[src/rtl/mode_regs_pkg.sv]
package mode_regs_pkg;
    localparam int REG_W  = 8;
    localparam int CNT_W  = 4;
    localparam int NREGS  = 2;
    localparam int MIN_BITS = 5;

    typedef enum logic {
        PTR_MR1 = 1'b0,
        PTR_MR2 = 1'b1
    } ptr_state_e;

    typedef enum logic [1:0] {
        CM_NORMAL = 2'b00,
        CM_ECHO   = 2'b01,
        CM_LLOOP  = 2'b10,
        CM_RLOOP  = 2'b11
    } chan_mode_e;

    typedef enum logic [1:0] {
        PM_WITH  = 2'b00,
        PM_FORCE = 2'b01,
        PM_NONE  = 2'b10,
        PM_MDROP = 2'b11
    } par_mode_e;
endpackage

[src/rtl/mode_ptr_fsm.sv]
module mode_ptr_fsm
    import mode_regs_pkg::*;
(
    input  logic clk,
    input  logic rst_n,
    input  logic acc_en,
    input  logic ptr_rst,
    output logic sel_second
);
    ptr_state_e state_q, state_d;

    always_ff @(posedge clk) begin
        if (!rst_n) state_q <= PTR_MR1;
        else        state_q <= state_d;
    end

    always_comb begin
        state_d = state_q;
        unique case (state_q)
            PTR_MR1: begin
                if (ptr_rst)     state_d = PTR_MR1;   // REWIND
                else if (acc_en) state_d = PTR_MR2;   // ADVANCE
                else             state_d = PTR_MR1;   // IDLE
            end
            PTR_MR2: begin
                if (ptr_rst)     state_d = PTR_MR1;   // REWIND
                else             state_d = PTR_MR2;   // HOLD
            end
            default:             state_d = PTR_MR1;
        endcase
    end

    always_comb begin
        unique case (state_q)
            PTR_MR1: sel_second = 1'b0;
            PTR_MR2: sel_second = 1'b1;
            default: sel_second = 1'b0;
        endcase
    end
endmodule

[src/rtl/mode_store.sv]
module mode_store
    import mode_regs_pkg::*;
#(
    parameter int W = REG_W
) (
    input  logic         clk,
    input  logic         rst_n,
    input  logic         acc_en,
    input  logic         acc_wr,
    input  logic         sel_second,
    input  logic [W-1:0] wdata,
    output logic [W-1:0] rdata,
    output logic [W-1:0] reg1_q,
    output logic [W-1:0] reg2_q
);
    logic [W-1:0] regs_q [NREGS];

    for (genvar g = 0; g < NREGS; g++) begin : g_reg
        logic hit;
        assign hit = acc_en && acc_wr && (sel_second == (g == 1));
        always_ff @(posedge clk) begin
            if (!rst_n)   regs_q[g] <= '0;
            else if (hit) regs_q[g] <= wdata;
        end
    end

    assign reg1_q = regs_q[0];
    assign reg2_q = regs_q[1];

    always_comb begin
        if (acc_en && !acc_wr) rdata = sel_second ? regs_q[1] : regs_q[0];
        else                   rdata = '0;
    end
endmodule

[src/rtl/mode_decode.sv]
module mode_decode
    import mode_regs_pkg::*;
(
    input  logic [REG_W-1:0] reg1,
    input  logic [REG_W-1:0] reg2,
    output logic             rx_rts_ctl,
    output logic             irq_src_full,
    output logic             err_block,
    output logic [1:0]       par_mode,
    output logic             par_type,
    output logic             multidrop_en,
    output logic             ad_polarity,
    output logic [CNT_W-1:0] data_bits,
    output logic [1:0]       chan_mode
);
    par_mode_e  pm;
    chan_mode_e cm;

    assign pm = par_mode_e'(reg1[4:3]);
    assign cm = chan_mode_e'(reg2[7:6]);

    assign rx_rts_ctl   = reg1[7];
    assign irq_src_full = reg1[6];
    assign err_block    = reg1[5];
    assign par_mode     = pm;
    assign par_type     = reg1[2];
    assign multidrop_en = (pm == PM_MDROP);
    assign ad_polarity  = (pm == PM_MDROP) ? reg1[2] : 1'b0;
    assign data_bits    = CNT_W'(MIN_BITS) + CNT_W'(reg1[1:0]);
    assign chan_mode    = cm;
endmodule

[src/rtl/mode_regs.sv]
module mode_regs
    import mode_regs_pkg::*;
(
    input  logic             clk,
    input  logic             rst_n,
    input  logic             acc_en,
    input  logic             acc_wr,
    input  logic [REG_W-1:0] wdata,
    output logic [REG_W-1:0] rdata,
    input  logic             ptr_rst,
    output logic             rx_rts_ctl,
    output logic             irq_src_full,
    output logic             err_block,
    output logic [1:0]       par_mode,
    output logic             par_type,
    output logic             multidrop_en,
    output logic             ad_polarity,
    output logic [CNT_W-1:0] data_bits,
    output logic [1:0]       chan_mode
);
    logic             ptr_second;
    logic [REG_W-1:0] reg1_q;
    logic [REG_W-1:0] reg2_q;

    mode_ptr_fsm u_fsm (
        .clk        (clk),
        .rst_n      (rst_n),
        .acc_en     (acc_en),
        .ptr_rst    (ptr_rst),
        .sel_second (ptr_second)
    );

    mode_store #(.W(REG_W)) u_store (
        .clk        (clk),
        .rst_n      (rst_n),
        .acc_en     (acc_en),
        .acc_wr     (acc_wr),
        .sel_second (ptr_second),
        .wdata      (wdata),
        .rdata      (rdata),
        .reg1_q     (reg1_q),
        .reg2_q     (reg2_q)
    );

    mode_decode u_dec (
        .reg1         (reg1_q),
        .reg2         (reg2_q),
        .rx_rts_ctl   (rx_rts_ctl),
        .irq_src_full (irq_src_full),
        .err_block    (err_block),
        .par_mode     (par_mode),
        .par_type     (par_type),
        .multidrop_en (multidrop_en),
        .ad_polarity  (ad_polarity),
        .data_bits    (data_bits),
        .chan_mode    (chan_mode)
    );
endmodule

[config.mk]
export PLATFORM = sky130hd
export DESIGN_NAME = mode_regs
export DESIGN_NICKNAME = d
export VERILOG_FILES = /design/src/rtl/mode_regs_pkg.sv /design/src/rtl/mode_ptr_fsm.sv /design/src/rtl/mode_store.sv /design/src/rtl/mode_decode.sv /design/src/rtl/mode_regs.sv
export SDC_FILE = /design/constraint.sdc
export NUM_CORES = 1
export LEC_CHECK = 0
export BUFFER_PORTS_ARGS = -buffer_cell sky130_fd_sc_hd__buf_4
export CELL_PAD_IN_SITES_DETAIL_PLACEMENT = 1
export CELL_PAD_IN_SITES_GLOBAL_PLACEMENT = 2
export CORE_ASPECT_RATIO = 0.6
export CORE_UTILIZATION = 31
export DETAILED_ROUTE_END_ITERATION = 16
export GPL_TIMING_DRIVEN = 0
export PLACE_DENSITY_LB_ADDON = 0.1
export SLEW_MARGIN = 15
export SYNTH_ARGS = -nofsm -noshare
export SYNTH_HDL_FRONTEND = slang
export SYNTH_SLANG_ARGS = --single-unit
[constraint.sdc]
create_clock -name clk -period 3.4 [get_ports clk]
set_input_delay 0.17 -clock clk [delete_from_list [all_inputs] [get_ports clk]]
set_output_delay 0.17 -clock clk [all_outputs]
set_load 0.01 [all_outputs]
==> metrics.md <==
| Metric | Value |
|---|---|
| Routed Antenna Nets | `0` |
| CP Cell Sequence | `buf_6 > nand2_2 > o21ai_1` |
| Crit path required time | `3.29 ns` |
| Clock sink count | `17` |
| Vias/cell | `4.53` |
| Residual DRC | `0` |
| Iter 0 DRT Violations | `18` |
| Syn nets | `93` |
| Net Sw Power | `115 uW` |
| Cell count after synthesis | `79` |
| Number of global-route vias before repair | `654` |
| DIE AREA | `3120 sq um` |
| Cell-internal power | `365 uW` |
| Worst path slowest cell | `o21ai_1` |
| Hold Startpoint | `ptr_rst` |
| Lkg Pwr | `0.525 nW` |
| H-Tree Depth | `1` |
| Seq pwr share | `51.5%` |
| Kind of critical path | `reg2reg` |
| Peak fanout along the critical path | `10` |
| Finished Core Util | `46.9%` |
| Rel. slew slack | `50.0%` |
| Top-count cell post-synth | `nor2_1` |
| EDFF count, synth | `16` |
| PostCTS Resize Cnt | `0` |
| PortBufs | `33` |
| Layout cells sized above 1 | `49.1%` |
| Placer congestion estimate | `0.679` |
| Initial antenna violation count | `0` |
| Row cnt | `14` |
| Sequential Area | `500 sq um` |
| Worst skew pair latency | `0.25 ns` |
| CP Launch Type | `register` |
| Hold Path Class | `in2reg` |
| Flops & latches, synth | `17` |
| Ports | `35` |
| Reg2reg start | `u_fsm.state_q` |
| Placed cell count | `144` |
| Synth cell types | `19` |
| CTS Root Cell | `clkbuf_8` |
| Ys async rst share | `0%` |
| Initial Util | `34.2%` |
| Combinational power share | `17.3%` |
| Die W | `71.5 microns` |
| Avg Inst Size Synth | `11.4 sq um` |
| Largest net degree at the start of global routing | `11` |
| # setup viols final | `0` |
| Post-CTS setup buffers | `0` |
| Fin Setup TNS | `0 ns` |
| DR vias | `671` |
| Post-synth top area cell | `edfxtp_1` |
| Commonest register cell after synthesis | `edfxtp_1` |
| Slew Limit Fails | `0` |
| Critical Path Start | `u_fsm.state_q` |
| Top-area cell type share of the netlist area | `53.5%` |
| F_max | `601 MHz` |
| Num CTS Buffers | `3` |
| Slowest cell delay on critical path | `0.63 ns` |
| Die Ht | `43.7 microns` |
| RSZ-0062 raised after global routing | `no` |
| Average wire per cell in the routed design | `13.0 microns` |
| Net Sw Frac | `24.0%` |
| Ys Warns | `0` |
| Clock power frac | `31.2%` |
| Area Growth Syn to Fin | `37.2%` |
| Total gr overflow | `0` |
| Fin crit share | `49.0%` |
| Pre-antenna DRT Iters | `4` |
| Post-DP HPWL | `1.51 mm` |
| Core Box Area | `2630 sq um` |
| Largest cells by area after synthesis | `edfxtp_1, mux2i_1, nor2_1` |
| Seq/Total Area, Yosys | `55.7%` |
| Final std cells w/o fill | `148` |
| Maximum clock insertion buffer count | `2` |
| Final Hold Vio Count | `0` |
| Post-layout min period | `1.66 ns` |
| Reg clk slew, reported paths | `0.06 ns` |
| Max cap viols | `0` |
| CTS tree | `yes` |
| Area of the multi-input gates | `307 sq um` |
| CP arrival | `1.55 ns` |
| All-Layer GR Usage | `14.1%` |
| Hold Buf Count CTS | `0` |
| Netlist Area Pre-Place | `898 sq um` |
| Slew @ Worst Pin | `0.744 ns` |
| Routed Wire Length | `1.93 mm` |
| # fillers | `296` |
| Peak VDD IR | `0.231 mV` |
| Power per cell area | `389 nW/um^2` |
| Worst clock skew | `0.000688 ns` |
| # diodes | `0` |
| Layout Nets | `131` |
| First-pass GRT wire length | `3.18 mm` |
| Top cells by count, synth | `nor2_1, edfxtp_1, mux2i_1, nand3_1, nor2_2` |
| Outcome | `completed` |
| Crit. End Element | `register` |
==> flip-flops by register name, summed over array words and instances, names as in the netlist <==
signal	cells
u_store.regs_q	16
u_fsm.state_q	1
==> metrics by stage <==
stage	hold WS, ns	total power [mW]	cell area, sq um	setup slack (ns)
floorplan	0.246	0.296	898	2.02
global placement	0.332	0.334	1190	1.72
detailed placement	0.335	0.336	1190	1.72
CTS	0.0608	0.487	1230	1.72
global route	0.0674	0.502	1230	1.57
finish	0.0667	0.480	1230	1.74
==> power by group through the flow <==
stage               clock [mW]  sequential [mW]  combinational [mW]
CTS                      0.155            0.247              0.0850
global placement             0            0.251              0.0831
global route             0.163            0.248              0.0912
detailed placement           0            0.252              0.0848
finish                   0.150            0.247              0.0832
floorplan                    0            0.251              0.0451
==> routing by layer <==
metal	GRT usage (%)	routed length (microns)
met3	4.19	98
met4	4.71	19
met2	23.0	931
met5	0	0
met1	18.4	880
==> worst max-delay path, delay by kind of cell (launching register included) <==
kind            cells  cell delay, ns
compound gates      1            0.63
flops               1            0.34
buf+inv             1            0.17
simple gates        1            0.16
==> final cells by class <==
class	instances	share of cell area, %
sequential	17	40.6
clock buffer	3	3.35
multi-input combinational	50	24.9
clock inverter	1	0.406
timing repair buffer	33	20.1
tap	32	3.25
inverter	3	0.914
buffer	9	6.50
==> final timing paths <==
kind	endpoint	slack [ns]	cells past startpoint
setup / recovery	u_store.regs_q[1][2]	1.74	3
hold / removal	u_fsm.state_q	0.07	2
setup reg to reg	u_store.regs_q[1][2]	1.74	3
hold reg to reg	u_fsm.state_q	0.68	3
==> cell families (layout without fill, tap and decap cells) <==
kind of cell             after synthesis  in the layout  share of synthesized area, %
multiplexers                           8              8                          8.91
AND/OR/NAND/NOR                       39             39                          22.3
adder cells (fa/ha/maj)                1              1                          1.39
flip-flops                            17             17                          55.7
buffers and inverters                 12             49                          10.2
AO/OA/AOI/OAI                          2              2                          1.53
==> cell usage in the layout (no fill, tap or decap), types with 3 or more instances in the layout <==
cell type / n
nor2_1: 17
inv_1: 3
clkbuf_8: 3
buf_4: 37
buf_6: 4
mux2i_1: 8
edfxtp_1: 16
nand3_1: 8
nor2_2: 8
(Power assumes the default switching activity.)
